## config.mk

```make
export PLATFORM = sky130hd
export DESIGN_NAME = zc_stamp
export DESIGN_NICKNAME = d
export VERILOG_FILES = /design/src/rtl/zc_pkg.sv /design/src/rtl/zc_timer.sv /design/src/rtl/zc_sync_filter.sv /design/src/rtl/zc_pair_seq.sv /design/src/rtl/zc_stamp.sv
export SDC_FILE = /design/constraint.sdc
export NUM_CORES = 1
export LEC_CHECK = 0
export ABC_CLOCK_PERIOD_IN_PS = 6000
export CORE_MARGIN = 1.5
export CORE_UTILIZATION = 60
export DETAILED_ROUTE_END_ITERATION = 8
export DONT_BUFFER_PORTS = 1
export GPL_TIMING_DRIVEN = 0
export HOLD_SLACK_MARGIN = 0.03
export PLACE_DENSITY = 0.76
export SYNTH_ARGS = -nofsm -noshare
export SYNTH_HDL_FRONTEND = slang
export SYNTH_SLANG_ARGS = --single-unit
```

## constraint.sdc

```tcl
create_clock -name clk -period 6 [get_ports clk]
set_input_delay 1.8 -clock clk [delete_from_list [all_inputs] [get_ports clk]]
set_output_delay 1.8 -clock clk [all_outputs]
set_load 0.01 [all_outputs]
```

## src/rtl/zc_pkg.sv

```systemverilog
// Shared types for the zero-crossing timestamper.
// Assumes: channel indices are used by the top module to pick edges.
package zc_pkg;
    // Pairing state: waiting for the negative-side edge, or holding its stamp.
    typedef enum logic {
        PAIR_IDLE  = 1'b0,
        PAIR_ARMED = 1'b1
    } pair_st_t;

    // Channel order of the polarity input array.
    localparam int CH_NEG = 0;
    localparam int CH_POS = 1;
    localparam int N_CH   = 2;
endpackage

```

## src/rtl/zc_timer.sv

```systemverilog
// Free-running time base.
// Counts up by one on each enabled clock and wraps at 2^TW.
// Assumes: tick_en is already synchronous to clk.
module zc_timer #(
    parameter int TW = 16
) (
    input  logic          clk,
    input  logic          rst_n,
    input  logic          tick_en,
    output logic [TW-1:0] count_o
);
    // Advance the counter on enabled clocks.
    always_ff @(posedge clk) begin
        if (!rst_n)       count_o <= '0;
        else if (tick_en) count_o <= count_o + 1'b1;
    end
endmodule

```

## src/rtl/zc_sync_filter.sv

```systemverilog
// Brings one asynchronous level into the clock domain through two flops.
// The synchronized level is only accepted once it has differed from the
// accepted level for FILT_CYC consecutive clocks. Rise and fall pulses are
// derived from the accepted level.
// Assumes: FILT_CYC >= 1.
module zc_sync_filter #(
    parameter int FILT_CYC = 4
) (
    input  logic clk,
    input  logic rst_n,
    input  logic raw_in,
    output logic level_o,
    output logic rise_o,
    output logic fall_o
);
    localparam int CW = $clog2(FILT_CYC + 1);
    localparam logic [CW-1:0] LAST = CW'(FILT_CYC - 1);

    logic          meta_q, sync_q;
    logic          filt_q, filt_d1_q;
    logic [CW-1:0] run_q;

    // Two-flop synchronizer.
    always_ff @(posedge clk) begin
        if (!rst_n) begin
            meta_q <= 1'b0;
            sync_q <= 1'b0;
        end else begin
            meta_q <= raw_in;
            sync_q <= meta_q;
        end
    end

    // Persistence filter: count consecutive clocks of disagreement.
    always_ff @(posedge clk) begin
        if (!rst_n) begin
            run_q  <= '0;
            filt_q <= 1'b0;
        end else if (sync_q == filt_q) begin
            run_q <= '0;
        end else if (run_q == LAST) begin
            run_q  <= '0;
            filt_q <= sync_q;
        end else begin
            run_q <= run_q + 1'b1;
        end
    end

    // Delayed copy of the accepted level, used for edge detection.
    always_ff @(posedge clk) begin
        if (!rst_n) filt_d1_q <= 1'b0;
        else        filt_d1_q <= filt_q;
    end

    assign level_o = filt_q;
    assign rise_o  = filt_q & ~filt_d1_q;
    assign fall_o  = ~filt_q & filt_d1_q;
endmodule

```

## src/rtl/zc_pair_seq.sv

```systemverilog
// Pairs a negative-side rising edge with a later positive-side falling edge.
// For each pair it outputs the modulo midpoint of the two stamps, and the
// modulo difference from the previous accepted midpoint.
// Assumes: edge pulses last one clock.
module zc_pair_seq
    import zc_pkg::*;
#(
    parameter int TW = 16
) (
    input  logic          clk,
    input  logic          rst_n,
    input  logic          neg_rise,
    input  logic          pos_fall,
    input  logic [TW-1:0] now,
    output logic [TW-1:0] cross_time,
    output logic          cross_valid,
    output logic [TW-1:0] period,
    output logic          period_valid
);
    pair_st_t      st_q;
    logic [TW-1:0] t_neg_q;
    logic [TW-1:0] prev_q;
    logic          have_prev_q;
    logic [TW-1:0] span;
    logic [TW-1:0] mid;

    // Modulo interpolation between the held stamp and the current time.
    always_comb begin
        span = now - t_neg_q;
        mid  = t_neg_q + (span >> 1);
    end

    // Pair sequencing, result registers and period history.
    always_ff @(posedge clk) begin
        if (!rst_n) begin
            st_q         <= PAIR_IDLE;
            t_neg_q      <= '0;
            prev_q       <= '0;
            have_prev_q  <= 1'b0;
            cross_time   <= '0;
            cross_valid  <= 1'b0;
            period       <= '0;
            period_valid <= 1'b0;
        end else begin
            cross_valid  <= 1'b0;
            period_valid <= 1'b0;
            unique case (st_q)
                PAIR_IDLE: begin
                    if (neg_rise) begin
                        t_neg_q <= now;
                        st_q    <= PAIR_ARMED;
                    end
                end
                PAIR_ARMED: begin
                    if (pos_fall) begin
                        cross_time   <= mid;
                        cross_valid  <= 1'b1;
                        period       <= mid - prev_q;
                        period_valid <= have_prev_q;
                        prev_q       <= mid;
                        have_prev_q  <= 1'b1;
                        st_q         <= PAIR_IDLE;
                    end
                end
                default: st_q <= PAIR_IDLE;
            endcase
        end
    end
endmodule

```

## src/rtl/zc_stamp.sv

```systemverilog
// Top level of the zero-crossing timestamper.
// Conditions both polarity levels, runs the time base, and pairs the edges
// into crossing and period results.
// Assumes: tick_en is synchronous to clk; polarity levels may be asynchronous.
module zc_stamp
    import zc_pkg::*;
#(
    parameter int TW       = 16,
    parameter int FILT_CYC = 4
) (
    input  logic          clk,
    input  logic          rst_n,
    input  logic          tick_en,
    input  logic          neg_level,
    input  logic          pos_level,
    output logic [TW-1:0] timer_q,
    output logic [TW-1:0] cross_time,
    output logic          cross_valid,
    output logic [TW-1:0] period,
    output logic          period_valid
);
    logic [N_CH-1:0] raw_lvl;
    logic [N_CH-1:0] flt_lvl;
    logic [N_CH-1:0] flt_rise;
    logic [N_CH-1:0] flt_fall;

    assign raw_lvl[CH_NEG] = neg_level;
    assign raw_lvl[CH_POS] = pos_level;

    zc_timer #(.TW(TW)) u_timer (
        .clk     (clk),
        .rst_n   (rst_n),
        .tick_en (tick_en),
        .count_o (timer_q)
    );

    // One conditioning channel per polarity input.
    for (genvar c = 0; c < N_CH; c++) begin : g_ch
        zc_sync_filter #(.FILT_CYC(FILT_CYC)) u_cond (
            .clk     (clk),
            .rst_n   (rst_n),
            .raw_in  (raw_lvl[c]),
            .level_o (flt_lvl[c]),
            .rise_o  (flt_rise[c]),
            .fall_o  (flt_fall[c])
        );
    end

    zc_pair_seq #(.TW(TW)) u_pair (
        .clk          (clk),
        .rst_n        (rst_n),
        .neg_rise     (flt_rise[CH_NEG]),
        .pos_fall     (flt_fall[CH_POS]),
        .now          (timer_q),
        .cross_time   (cross_time),
        .cross_valid  (cross_valid),
        .period       (period),
        .period_valid (period_valid)
    );

    // Filtered levels and the unused edge directions only feed debug views.
    logic unused_ok;
    assign unused_ok = ^{flt_lvl, flt_rise[CH_POS], flt_fall[CH_NEG]};
endmodule

```

# After elaboration in Yosys (flattened, before gate mapping)
# Cells that the tools add are included.
[word_totals] wordCells=48 register_bits=82 output_inout_bits=50
[op_classes] n_mux=4 reduce_logical=8 eq_ne=4 add_sub_neg=6 n_bitwise=8
[op_table] operator="$sub A16 B16 Y16" n=2
[op_table] operator="$add A16 B1 Y16 const B" n=1
[op_table] operator="$add A16 B15 Y16" n=1
[op_table] operator="$reduce_and A2 Y1" n=5
[op_table] operator="$add A3 B1 Y3 const B" n=2
[op_table] operator="$eq A3 B2 Y1 const B" n=2
[op_table] operator="$not A1 Y1" n=6
[op_table] operator="$reduce_or A3 Y1" n=2
[op_table] operator="$mux W1" n=3
[op_table] operator="$reduce_and A3 Y1" n=1
[op_table] operator="$and A1 B1 Y1" n=2
[op_table] operator="$eq A1 B1 Y1" n=2
[op_table] operator="$pmux W1 S2" n=1

# Logic depth before layout (Yosys ltp)
# Gate-level depths: netlist (run 1).
[logic_depth] ltp_word=4 ltp_mapped=23

# Hierarchy
# Synthesis (run 1) repeated with hierarchy kept, for this count alone.
[unflattened] hier_cells=590 hier_area_um2=5019.8
[by_module_without_submodules] module="zc_pair_seq" seq_area_each_um2=1041.0 area_each_um2=3762.4 instances=1 cells_per_inst=465
[by_module_without_submodules] module="zc_timer" seq_area_each_um2=320.3 area_each_um2=744.5 instances=1 cells_per_inst=83
[by_module_without_submodules] module="zc_sync_filter" seq_area_each_um2=140.1 area_each_um2=256.5 instances=2 cells_per_inst=21

# Worst setup path before layout (run 1)
# Ideal clock, no wire load.
[synth_path] path_kind="reg-to-reg" startpoint="register u_timer.count_o[1]" endpoint="register u_pair.period[15]" required_ps=5931 arrival_ps=4458 stages_incl_launch_ff=23 path_buffers=0 period_less_slack_ps=4527 setup_slack_ps=1473 cell_sequence="dfxtp_1 -> inv_1 -> fa_1 -> nor2b_1 -> o21a_1 -> o21ai_0 -> a21oi_1 -> a21oi_1 -> xnor2_1 -> ha_1 -> a21o_1 -> a211o_1 -> nor3b_1 -> o21bai_1 -> a21oi_1 -> xnor2_1 -> ha_1 -> a21oi_1 -> o21ai_0 -> a21oi_1 -> o2bb2ai_1 -> xnor3_1 -> o21ai_1"
[synth_via] elab_chain_len=3
[synth_rtl] element="from (decl)" line="zc_timer.sv:10" rtl="output logic [TW-1:0] count_o"
[synth_rtl] element="from (signal assigned)" line="zc_timer.sv:15" rtl="else if (tick_en) count_o <= count_o + 1'b1;"
[synth_rtl] element="$sub A16 B16 Y16" line="zc_pair_seq.sv:29" rtl="span = now - t_neg_q;"
[synth_rtl] element="$add A16 B15 Y16" line="zc_pair_seq.sv:30" rtl="mid = t_neg_q + (span >> 1);"
[synth_rtl] element="named net u_pair.mid[12]" line="zc_pair_seq.sv:25" rtl="logic [TW-1:0] mid;"
[synth_rtl] element="$sub A16 B16 Y16" line="zc_pair_seq.sv:58" rtl="period <= mid - prev_q;"
[synth_rtl] element="to (signal assigned)" line="zc_pair_seq.sv:58"
[synth_rtl] element="to (decl)" line="zc_pair_seq.sv:17" rtl="output logic [TW-1:0] period,"
# The timed path passes the listed nets, and every way through them passes these cells.
# A chain may end at the register's enable or synchronous reset.

# Worst setup path in the final report (run 1)
# Ends and elaborated chain as after synthesis.

==> results.sh, run 1 <==
export IMPL_final_setup_tns_ps=0
export IMPL_ys_top_cells_by_area="dfxtp_1 32%, ha_1 13%, a21oi_1 7.3%"
export IMPL_antenna_left=0
export IMPL_synthAdderAreaFrac=0.138
export IMPL_fill_cells=708
export IMPL_cpMostUsedCell="a21oi_1"
export IMPL_max_cap_violations=0
export IMPL_p_int_mw=0.903
export IMPL_critical_path_cell_chain="inv_1, fa_1, nor2b_1, o21a_1, o21ai_0, a21oi_1, a21oi_1, xnor2_1, ha_1, a21o_1, a211o_1, nor3b_1, o21bai_1, a21oi_1, xnor2_1, ha_1, a21oi_1, o21ai_0, a21oi_1, o2bb2ai_1, xnor3_1, o21ai_1"
export IMPL_rsz0062_at_grt="false"
export IMPL_cp_num_buf_inv=1
export IMPL_routedWlPerCell_um=14.9
export IMPL_max_slew_worst_pin_slew_ps=778
export IMPL_drc=0
export IMPL_critical_path_arrival_ps=5730
export IMPL_clockPowerShare=0.401
export IMPL_cts_setup_buffers=0
export IMPL_antenna_found_initial=0
export IMPL_peakVddDrop_uv=149
export IMPL_synthSimpleGateAreaFrac=0.201
export IMPL_port_buffers=0
export IMPL_die_x_um=95.0
export IMPL_fin_cells=758
export IMPL_grt_first_pass_wirelength_um=18600
export IMPL_clkLatencyLatePin_ps=360
export IMPL_max_slew_margin_rel=0.481
export IMPL_final_cell_mix="93 x nand2_1, 82 x dfxtp_1, 74 x a21oi_1, 51 x ha_1, 50 x inv_1"
export IMPL_layout_commonest_cell="nand2_1"
export IMPL_comb_power_share=0.144
export IMPL_p_sw_mw=0.308
export IMPL_cts_hold_buf=0
export IMPL_start_kind="flip-flop"
export IMPL_leakage_nw=2.14
export IMPL_cts_clk_slew_worst_paths_ps=90
export IMPL_seq_power_share=0.455
export IMPL_via_count=4277
export IMPL_placed_cells=742
export IMPL_fin_crit_ps=5420
export IMPL_final_nets=707
export IMPL_muxShareOfSynthArea=0.0101
export IMPL_synth_area_leader_cell="dfxtp_1"
export IMPL_tritoncts="yes"
export IMPL_overflow=0
export IMPL_synth_cell_types=55
export IMPL_synth_nets=696
export IMPL_placed_area_um2=5210
export IMPL_clockBufferDepth=2
export IMPL_initialDrtViolationCount=221
export IMPL_pin_count=55
export IMPL_dp_hpwl_um=8390
export IMPL_cellPowerDensity_nw_per_um2=222
export IMPL_status="completed"
export IMPL_cp_slowest_cell="dfxtp_1"
export IMPL_track_usage=0.264
export IMPL_async_flop_share=0
export IMPL_grt_max_degree=15
export IMPL_core_um2=8220
export IMPL_yosysWarnings=0
export IMPL_crit_family="compound AO/OA/AOI/OAI gates"
export IMPL_setup_violations=0
export IMPL_avgSynthCellArea_um2=7.97
export IMPL_fin_area_um2=5450
export IMPL_grt_pass1_vias=4084
export IMPL_die_area_um2=9020
export IMPL_finalHoldViolCount=0
export IMPL_synth_compound_area_share=0.180
export IMPL_drive_gt1_frac=0.0383
export IMPL_synth_ff_type="dfxtp_1"
export IMPL_fmax_mhz=184
export IMPL_cts_buffers=9
export IMPL_synth_edf_count=0
export IMPL_vias_per_cell=5.64
export IMPL_start_util=0.618
export IMPL_synth_seq_cells=82
export IMPL_cts_root_buf="clkbuf_8"
export IMPL_area_growth_pct=7.34
export IMPL_syn_area_um2=5080
export IMPL_hold_path_class="flip-flop to flip-flop"
export IMPL_num_antenna_cells=0
export IMPL_fin_crit_sh=0.904
export IMPL_max_stage_delay_ps=540
export IMPL_swShare=0.254
export IMPL_path_max_fanout=7
export IMPL_required_ps=6300
export IMPL_skew_ps=13.9
export IMPL_htreeDepth=3
export IMPL_cts_sinks=82
export IMPL_netlist_instances=637
export IMPL_num_rows=33
export IMPL_synth_top_area_frac=0.323
export IMPL_slew_violations=0
export IMPL_synth_top_family_by_area="simple AND/OR/NAND/NOR gates"
export IMPL_end_kind="flip-flop"
export IMPL_synth_xor_area_frac=0.0941
export IMPL_ys_seq_area_frac=0.323
export IMPL_cts_resized=0
export IMPL_place_congestion=0.937
export IMPL_die_h_um=95.0
export IMPL_dr_pass1_iters=6
export IMPL_critPathKind="flip-flop to flip-flop"
export IMPL_wirelength_um=11300
[cell usage after synthesis, types with 3 or more instances]
cell type	n
xor2_1	15
nand3_1	15
and3_1	8
and2_1	8
a211oi_1	6
inv_1	50
o21ai_0	20
nor2b_1	11
nor2_1	44
buf_1	3
o21bai_1	6
or2_2	3
clkbuf_1	20
ha_1	51
nand2_1	93
o21a_1	7
nand2b_1	5
nand4_1	6
or3_1	6
mux2i_1	4
a31oi_1	5
fa_1	3
xnor2_1	37
nor3_1	7
a21o_1	9
a21oi_1	74
dfxtp_1	82
nand4b_1	4
[registers in the layout, indices dropped and copies added, names as in the netlist]
register,flops
u_pair.period,16
g_ch.u_cond.filt_d1_q,2
u_pair.st_q,1
u_pair.cross_time,16
u_pair.have_prev_q,1
g_ch.u_cond.sync_q,2
g_ch.u_cond.meta_q,2
g_ch.u_cond.level_o,2
u_timer.count_o,16
u_pair.cross_valid,1
u_pair.period_valid,1
u_pair.t_neg_q,16
g_ch.u_cond.run_q,6
[final cells by class]
type                            count  area (µm²)  share of cell area
Buffer                             23        86.3              0.0158
Tap cell                          105         131              0.0241
Clock buffer                       10         128              0.0234
Clock inverter                      6         114              0.0209
Multi-Input combinational cell    482        3160               0.580
Inverter                           50         188              0.0344
Sequential cell                    82        1640               0.301
[through the flow]
stage / setup WS [ps] / utilization / hold WS, ps / total power, mW
after global placement: 922 / 0.634 / 406 / 0.730
after detailed placement: 754 / 0.634 / 417 / 0.734
after CTS: 611 / 0.663 / 429 / 1.22
final: 577 / 0.663 / 426 / 1.21
after global routing: 125 / 0.663 / 455 / 1.25
after floorplan: 1470 / - / 399 / 0.703
[power groups by stage]
stage	clock network [mW]	registers [mW]	logic (mW)
after floorplan	0	0.563	0.140
after global placement	0	0.564	0.166
after detailed placement	0	0.564	0.170
after CTS	0.493	0.551	0.172
after global routing	0.509	0.552	0.194
final	0.486	0.551	0.174
[cell families (layout without fill, tap and decap cells)]
family / after synthesis / count (layout)
AO/OA/AOI/OAI: 151 / 151
XOR/XNOR: 53 / 53
adder cells (fa/ha/maj): 54 / 54
buffers and inverters: 73 / 89
flip-flops: 82 / 82
multiplexers: 5 / 5
AND/OR/NAND/NOR: 219 / 219
[metal layers]
metal,global-route usage,wire (µm),vias to the layer above
met3,0.0499,653,25
met5,0,0,-
met4,0.126,340,0
li1,-,-,2191
met1,0.326,5100,1915
met2,0.440,5200,146
[final timing paths]
check                     startpoint                      end  slack [ps]  cells after the start
min          g_ch[0].u_cond.run_q[0]  g_ch[0].u_cond.run_q[0]         430                      1
max               u_timer.count_o[1]        u_pair.period[15]         580                     22
max reg2reg       u_timer.count_o[1]        u_pair.period[15]         580                     22
min reg2reg  g_ch[0].u_cond.run_q[0]  g_ch[0].u_cond.run_q[0]         430                      1
Power figures use the tool's default switching activity.
==> run 2: changes to the inputs <==
Settings changed: CORE_UTILIZATION 60 to 45, GPL_TIMING_DRIVEN 0 to default, PLACE_DENSITY 0.76 to default.
==> run 2 against run 1 <==
Hold slack improved by 1.3 ps; via count is 4.9% lower; sequential share of layout area shrank 0.59 points; flip-flop and latch count stayed put; die area grew 32%; cell area rose by 2.0%; count of clock-buffer cells in the layout increased by 1; largest power group is now clock; highest routed layer unchanged.
==> results.sh, run 2 (synthesis gave the netlist of run 1 again) <==
export IMPL_status="completed"
export IMPL_final_setup_tns_ps=0
export IMPL_rsz0062_at_grt="false"
export IMPL_tritoncts="yes"
export IMPL_fin_area_um2=5560
export IMPL_grt_max_degree=39
export IMPL_antenna_left=0
export IMPL_cpMostUsedCell="a21oi_1"
export IMPL_cp_depth=22
export IMPL_drive_gt1_frac=0.0474
export IMPL_clockBufferDepth=2
export IMPL_clkLatencyLatePin_ps=340
export IMPL_required_ps=6280
export IMPL_max_slew_worst_pin_slew_ps=688
export IMPL_num_rows=38
export IMPL_placed_area_um2=5190
export IMPL_max_cap_violations=0
export IMPL_cts_buffers=9
export IMPL_critPathKind="flip-flop to flip-flop"
export IMPL_fmax_mhz=196
export IMPL_cp_slowest_cell="dfxtp_1"
export IMPL_crit_family="compound AO/OA/AOI/OAI gates"
export IMPL_cts_sinks=82
export IMPL_placed_cells=757
export IMPL_dp_hpwl_um=7930
export IMPL_r2r_start="u_timer.count_o[1]"
export IMPL_cts_clk_slew_worst_paths_ps=60
export IMPL_hold_path_class="flip-flop to flip-flop"
export IMPL_fill_cells=1090
export IMPL_die_area_um2=11900
export IMPL_initialDrtViolationCount=135
export IMPL_holdPathStages=1
export IMPL_vias_per_cell=5.26
export IMPL_area_growth_pct=9.49
export IMPL_critical_path_cell_chain="inv_1, fa_1, nor2b_1, o21a_1, o21ai_0, a21oi_1, a21oi_1, xnor2_1, ha_1, a21o_1, a211o_1, nor3b_1, o21bai_1, a21oi_1, xnor2_1, ha_1, a21oi_1, o21ai_0, a21oi_1, o2bb2ai_1, xnor3_1, o21ai_1"
export IMPL_grt_first_pass_wirelength_um=17600
export IMPL_fin_crit_sh=0.850
export IMPL_slew_violations=0
export IMPL_dr_pass1_iters=4
export IMPL_fin_cells=773
export IMPL_layout_commonest_cell="nand2_1"
export IMPL_fin_util=0.508
export IMPL_leakage_nw=2.19
export IMPL_pin_count=55
export IMPL_grt_pass1_vias=3711
export IMPL_skew_ps=4.11
export IMPL_holdWs_ps=427
export IMPL_drc=0
export IMPL_routedWlPerCell_um=13.9
export IMPL_cts_root_buf="clkbuf_16"
export IMPL_cts_resized=0
export IMPL_wirelength_um=10800
export IMPL_r2r_end="u_pair.period[15]"
export IMPL_die_h_um=109
export IMPL_max_slew_margin_rel=0.540
export IMPL_start_util=0.464
export IMPL_rr_worst_depth=22
export IMPL_critical_path_arrival_ps=5380
export IMPL_hold_start="g_ch[0].u_cond.run_q[0]"
export IMPL_r2r_setup_slack_ps=900
export IMPL_finalHoldViolCount=0
export IMPL_core_um2=10900
export IMPL_htreeDepth=3
export IMPL_cts_hold_buf=0
export IMPL_holdPathEnd="g_ch[0].u_cond.run_q[0]"
export IMPL_peakVddDrop_uv=161
export IMPL_cp_num_buf_inv=1
export IMPL_max_stage_delay_ps=510
export IMPL_num_antenna_cells=0
export IMPL_port_buffers=0
export IMPL_multiInputGateArea_um2=3160
export IMPL_track_usage=0.191
export IMPL_area_sequential_um2=1640
export IMPL_setup_violations=0
export IMPL_cts_setup_buffers=0
export IMPL_end_kind="flip-flop"
export IMPL_final_nets=687
export IMPL_via_count=4068
export IMPL_place_congestion=0.881
export IMPL_die_x_um=109
export IMPL_antenna_found_initial=0
export IMPL_cellPowerDensity_nw_per_um2=252
export IMPL_start_kind="flip-flop"
export IMPL_path_max_fanout=7
export IMPL_overflow=0
export IMPL_fin_crit_ps=5100
export IMPL_final_cell_mix="93 x nand2_1, 82 x dfxtp_1, 74 x a21oi_1, 51 x ha_1, 49 x inv_1"
run 2: power by group:
group          switching, mW  total [mW]  internal, mW
registers            0.00439       0.552         0.548
clock network          0.219       0.678         0.459
logic                 0.0913       0.169        0.0777
run 2: metal layers:
layer	up-vias	global-route usage	routed length (µm)
met4	0	0.0891	175
met5	-	0	0
met3	11	0.0454	431
met2	82	0.293	4630
li1	2157	-	-
met1	1818	0.254	5530
run 2: worst max path at each step:
stage,start,end,slack (ps)
after CTS,u_timer.count_o[1],u_pair.period[15],880
after floorplan,u_timer.count_o[1],u_pair.period[15],1470
after detailed placement,u_timer.count_o[1],u_pair.period[15],910
final,u_timer.count_o[1],u_pair.period[15],900
after global placement,u_timer.count_o[1],u_pair.period[15],1020
after global routing,u_timer.count_o[1],u_pair.period[15],510
run 2: through the flow:
step           setup slack, ps  power, mW
2_1_floorplan             1470      0.703
5_1_grt                    507       1.46
4_1_cts                    876       1.42
3_3_place_gp              1020      0.728
6_report                   901       1.40
3_5_place_dp               914      0.732
run 2: cell type report:
cell class / count / share of cell area
flip-flops and latches: 82 / 0.295
multi-input cells: 482 / 0.569
clock inverters: 5 / 0.0225
well taps: 140 / 0.0315
repair buffers: 3 / 0.00405
inverters: 50 / 0.0338
clock buffers: 11 / 0.0437
run 2: worst reg2reg max path: stages (launching register included):
cell	delay, ps
dfxtp_1	510
inv_1	110
fa_1	460
nor2b_1	130
o21a_1	130
o21ai_0	110
a21oi_1	300
a21oi_1	140
xnor2_1	140
ha_1	380
a21o_1	210
a211o_1	280
nor3b_1	280
o21bai_1	170
a21oi_1	280
xnor2_1	150
ha_1	310
a21oi_1	140
o21ai_0	90
a21oi_1	200
o2bb2ai_1	160
xnor3_1	240
o21ai_1	110
==> run 3: changes to the inputs <==
Settings changed: ABC_CLOCK_PERIOD_IN_PS 6000 to 5000.
Clock period 6 ns to 5 ns, I/O delays scaled along.
==> run 3 against run 2 <==
Fmax grew 11%; register-to-register slack lost 510 ps; via count grew 0.42%; first-iteration DRC count shrank 16%; die area is the same; clock power is essentially flat; hold slack lost 5.9 ps; largest power group unchanged.
==> results.sh, run 3 (synthesis gave the netlist of run 1 again) <==
export IMPL_drc=0
export IMPL_grt_util_met2=0.287
export IMPL_area_growth_pct=9.39
export IMPL_fin_crit_sh=0.921
export IMPL_cellPowerDensity_nw_per_um2=279
export IMPL_final_setup_tns_ps=0
export IMPL_multiInputGateArea_um2=3180
export IMPL_met3_usage=0.0526
export IMPL_cts_clk_slew_worst_paths_ps=60
export IMPL_fin_crit_ps=4610
export IMPL_end_kind="flip-flop"
export IMPL_grt_first_pass_wirelength_um=18000
export IMPL_fill_cells=1063
export IMPL_cts_root_buf="clkbuf_16"
export IMPL_num_rows=38
export IMPL_rsz0062_at_grt="false"
export IMPL_area_sequential_um2=1640
export IMPL_skew_ps=8.15
export IMPL_htreeDepth=3
export IMPL_initialDrtViolationCount=114
export IMPL_final_cell_mix="93 x nand2_1, 81 x dfxtp_1, 70 x a21oi_1, 51 x ha_1, 49 x inv_1"
export IMPL_antenna_left=0
export IMPL_setup_violations=0
export IMPL_grt_pass1_vias=3783
export IMPL_core_um2=10900
export IMPL_slew_violations=0
export IMPL_start_util=0.464
export IMPL_num_antenna_cells=0
export IMPL_dp_hpwl_um=7750
export IMPL_critical_path_arrival_ps=4890
export IMPL_max_cap_violations=0
export IMPL_die_area_um2=11900
export IMPL_leakage_nw=2.19
export IMPL_tritoncts="yes"
export IMPL_fin_util=0.508
export IMPL_drive_gt1_frac=0.0644
export IMPL_layout_commonest_cell="nand2_1"
export IMPL_via_count=4085
export IMPL_max_slew_worst_pin_slew_ps=1150
export IMPL_seq_power_share=0.425
export IMPL_dr_pass1_iters=4
export IMPL_pin_count=55
export IMPL_peakVddDrop_uv=285
export IMPL_vias_per_cell=5.26
export IMPL_place_congestion=0.854
export IMPL_antenna_found_initial=0
export IMPL_cts_buffers=9
export IMPL_fmax_mhz=217
export IMPL_overflow=0
export IMPL_busiest_layer="met2"
export IMPL_track_usage=0.194
export IMPL_final_nets=691
export IMPL_path_max_fanout=7
export IMPL_r2r_setup_slack_ps=390
export IMPL_swShare=0.252
export IMPL_status="completed"
export IMPL_routedWlPerCell_um=13.4
export IMPL_clockBufferDepth=2
export IMPL_clkLatencyLatePin_ps=350
export IMPL_comb_power_share=0.136
export IMPL_critPathKind="flip-flop to flip-flop"
export IMPL_start_kind="flip-flop"
export IMPL_grt_max_degree=38
export IMPL_p_sw_mw=0.390
export IMPL_max_slew_margin_rel=0.230
export IMPL_die_x_um=109
export IMPL_wirelength_um=10400
export IMPL_clockPowerShare=0.439
export IMPL_finalHoldViolCount=0
export IMPL_grtUsageMet1=0.265
export IMPL_port_buffers=0
export IMPL_die_h_um=109
export IMPL_hold_path_class="flip-flop to flip-flop"
export IMPL_required_ps=5290
export IMPL_p_int_mw=1.16
export IMPL_cts_sinks=82
[run 3: cell count changes in the layout (fill, tap and decap cells not counted), sizes merged]
cell,delta
buf,+4
bufinv,-3
clkbuf,-1
clkinv,+1
clkinvlp,+1
inv,+2
[run 3: worst paths after layout]
kind                           start                 endpoint  depth (start not counted)
min reg2reg  g_ch[0].u_cond.run_q[0]  g_ch[0].u_cond.run_q[0]                          1
min          g_ch[0].u_cond.run_q[0]  g_ch[0].u_cond.run_q[0]                          1
max reg2reg        u_pair.t_neg_q[0]        u_pair.period[15]                         22
max                u_pair.t_neg_q[0]        u_pair.period[15]                         22
[run 3: power groups by stage]
stage | Sequential, mW | Clock [mW] | Combinational (mW)
after global placement | 0.673 | 0 | 0.203
after global routing | 0.659 | 0.729 | 0.236
final | 0.659 | 0.680 | 0.210
after floorplan | 0.675 | 0 | 0.168
after detailed placement | 0.673 | 0 | 0.205
after CTS | 0.659 | 0.700 | 0.207
[run 3: layout make-up]
type | instances | share of cell area
inverters | 50 | 0.0338
clock buffers | 10 | 0.0430
clock inverters | 6 | 0.0131
multi-input cells | 482 | 0.573
flip-flops and latches | 82 | 0.296
repair buffers | 7 | 0.00946
well taps | 140 | 0.0315
[run 3: per-stage QoR]
stage | hold slack, ps | total power, mW | area, µm² | instances | setup slack, ps
after floorplan | 399 | 0.843 | 5080 | 637 | 473
after global placement | 407 | 0.876 | 5220 | 761 | 269
after detailed placement | 418 | 0.879 | 5220 | 761 | 123
after CTS | 426 | 1.57 | 5530 | 777 | 104
after global routing | 455 | 1.62 | 5550 | 777 | 12.7
final | 421 | 1.55 | 5550 | 777 | 393
[run 3: critical path: stages (launching register included)]
cell	delay (ps)
dfxtp_1	330
nor2b_1	160
fa_1	400
nor2b_1	130
o21a_1	140
o21ai_1	90
a21oi_2	210
a21oi_1	110
xnor2_1	130
ha_1	380
a21o_1	210
a211o_1	290
nor3b_2	210
o21bai_1	150
a21oi_2	210
xnor2_1	140
ha_1	320
a21oi_1	170
o21ai_0	120
a21oi_2	160
o2bb2ai_1	140
xnor3_1	230
o21ai_1	110
[run 3: per-layer routing]
metal / up-vias / part of all wire / wire (µm)
met5: - / 0 / 0
met4: 0 / 0.017 / 176
met3: 16 / 0.064 / 667
li1: 2169 / - / -
met1: 1805 / 0.51 / 5330
met2: 95 / 0.41 / 4270
[run 3: timing repair]
item | 4_1_cts | 5_1_grt
hold buffers | 0 | 0
buffers inserted | 0 | 0
setup endpoints to repair | 0 | 2
resized for setup | 0 | 7
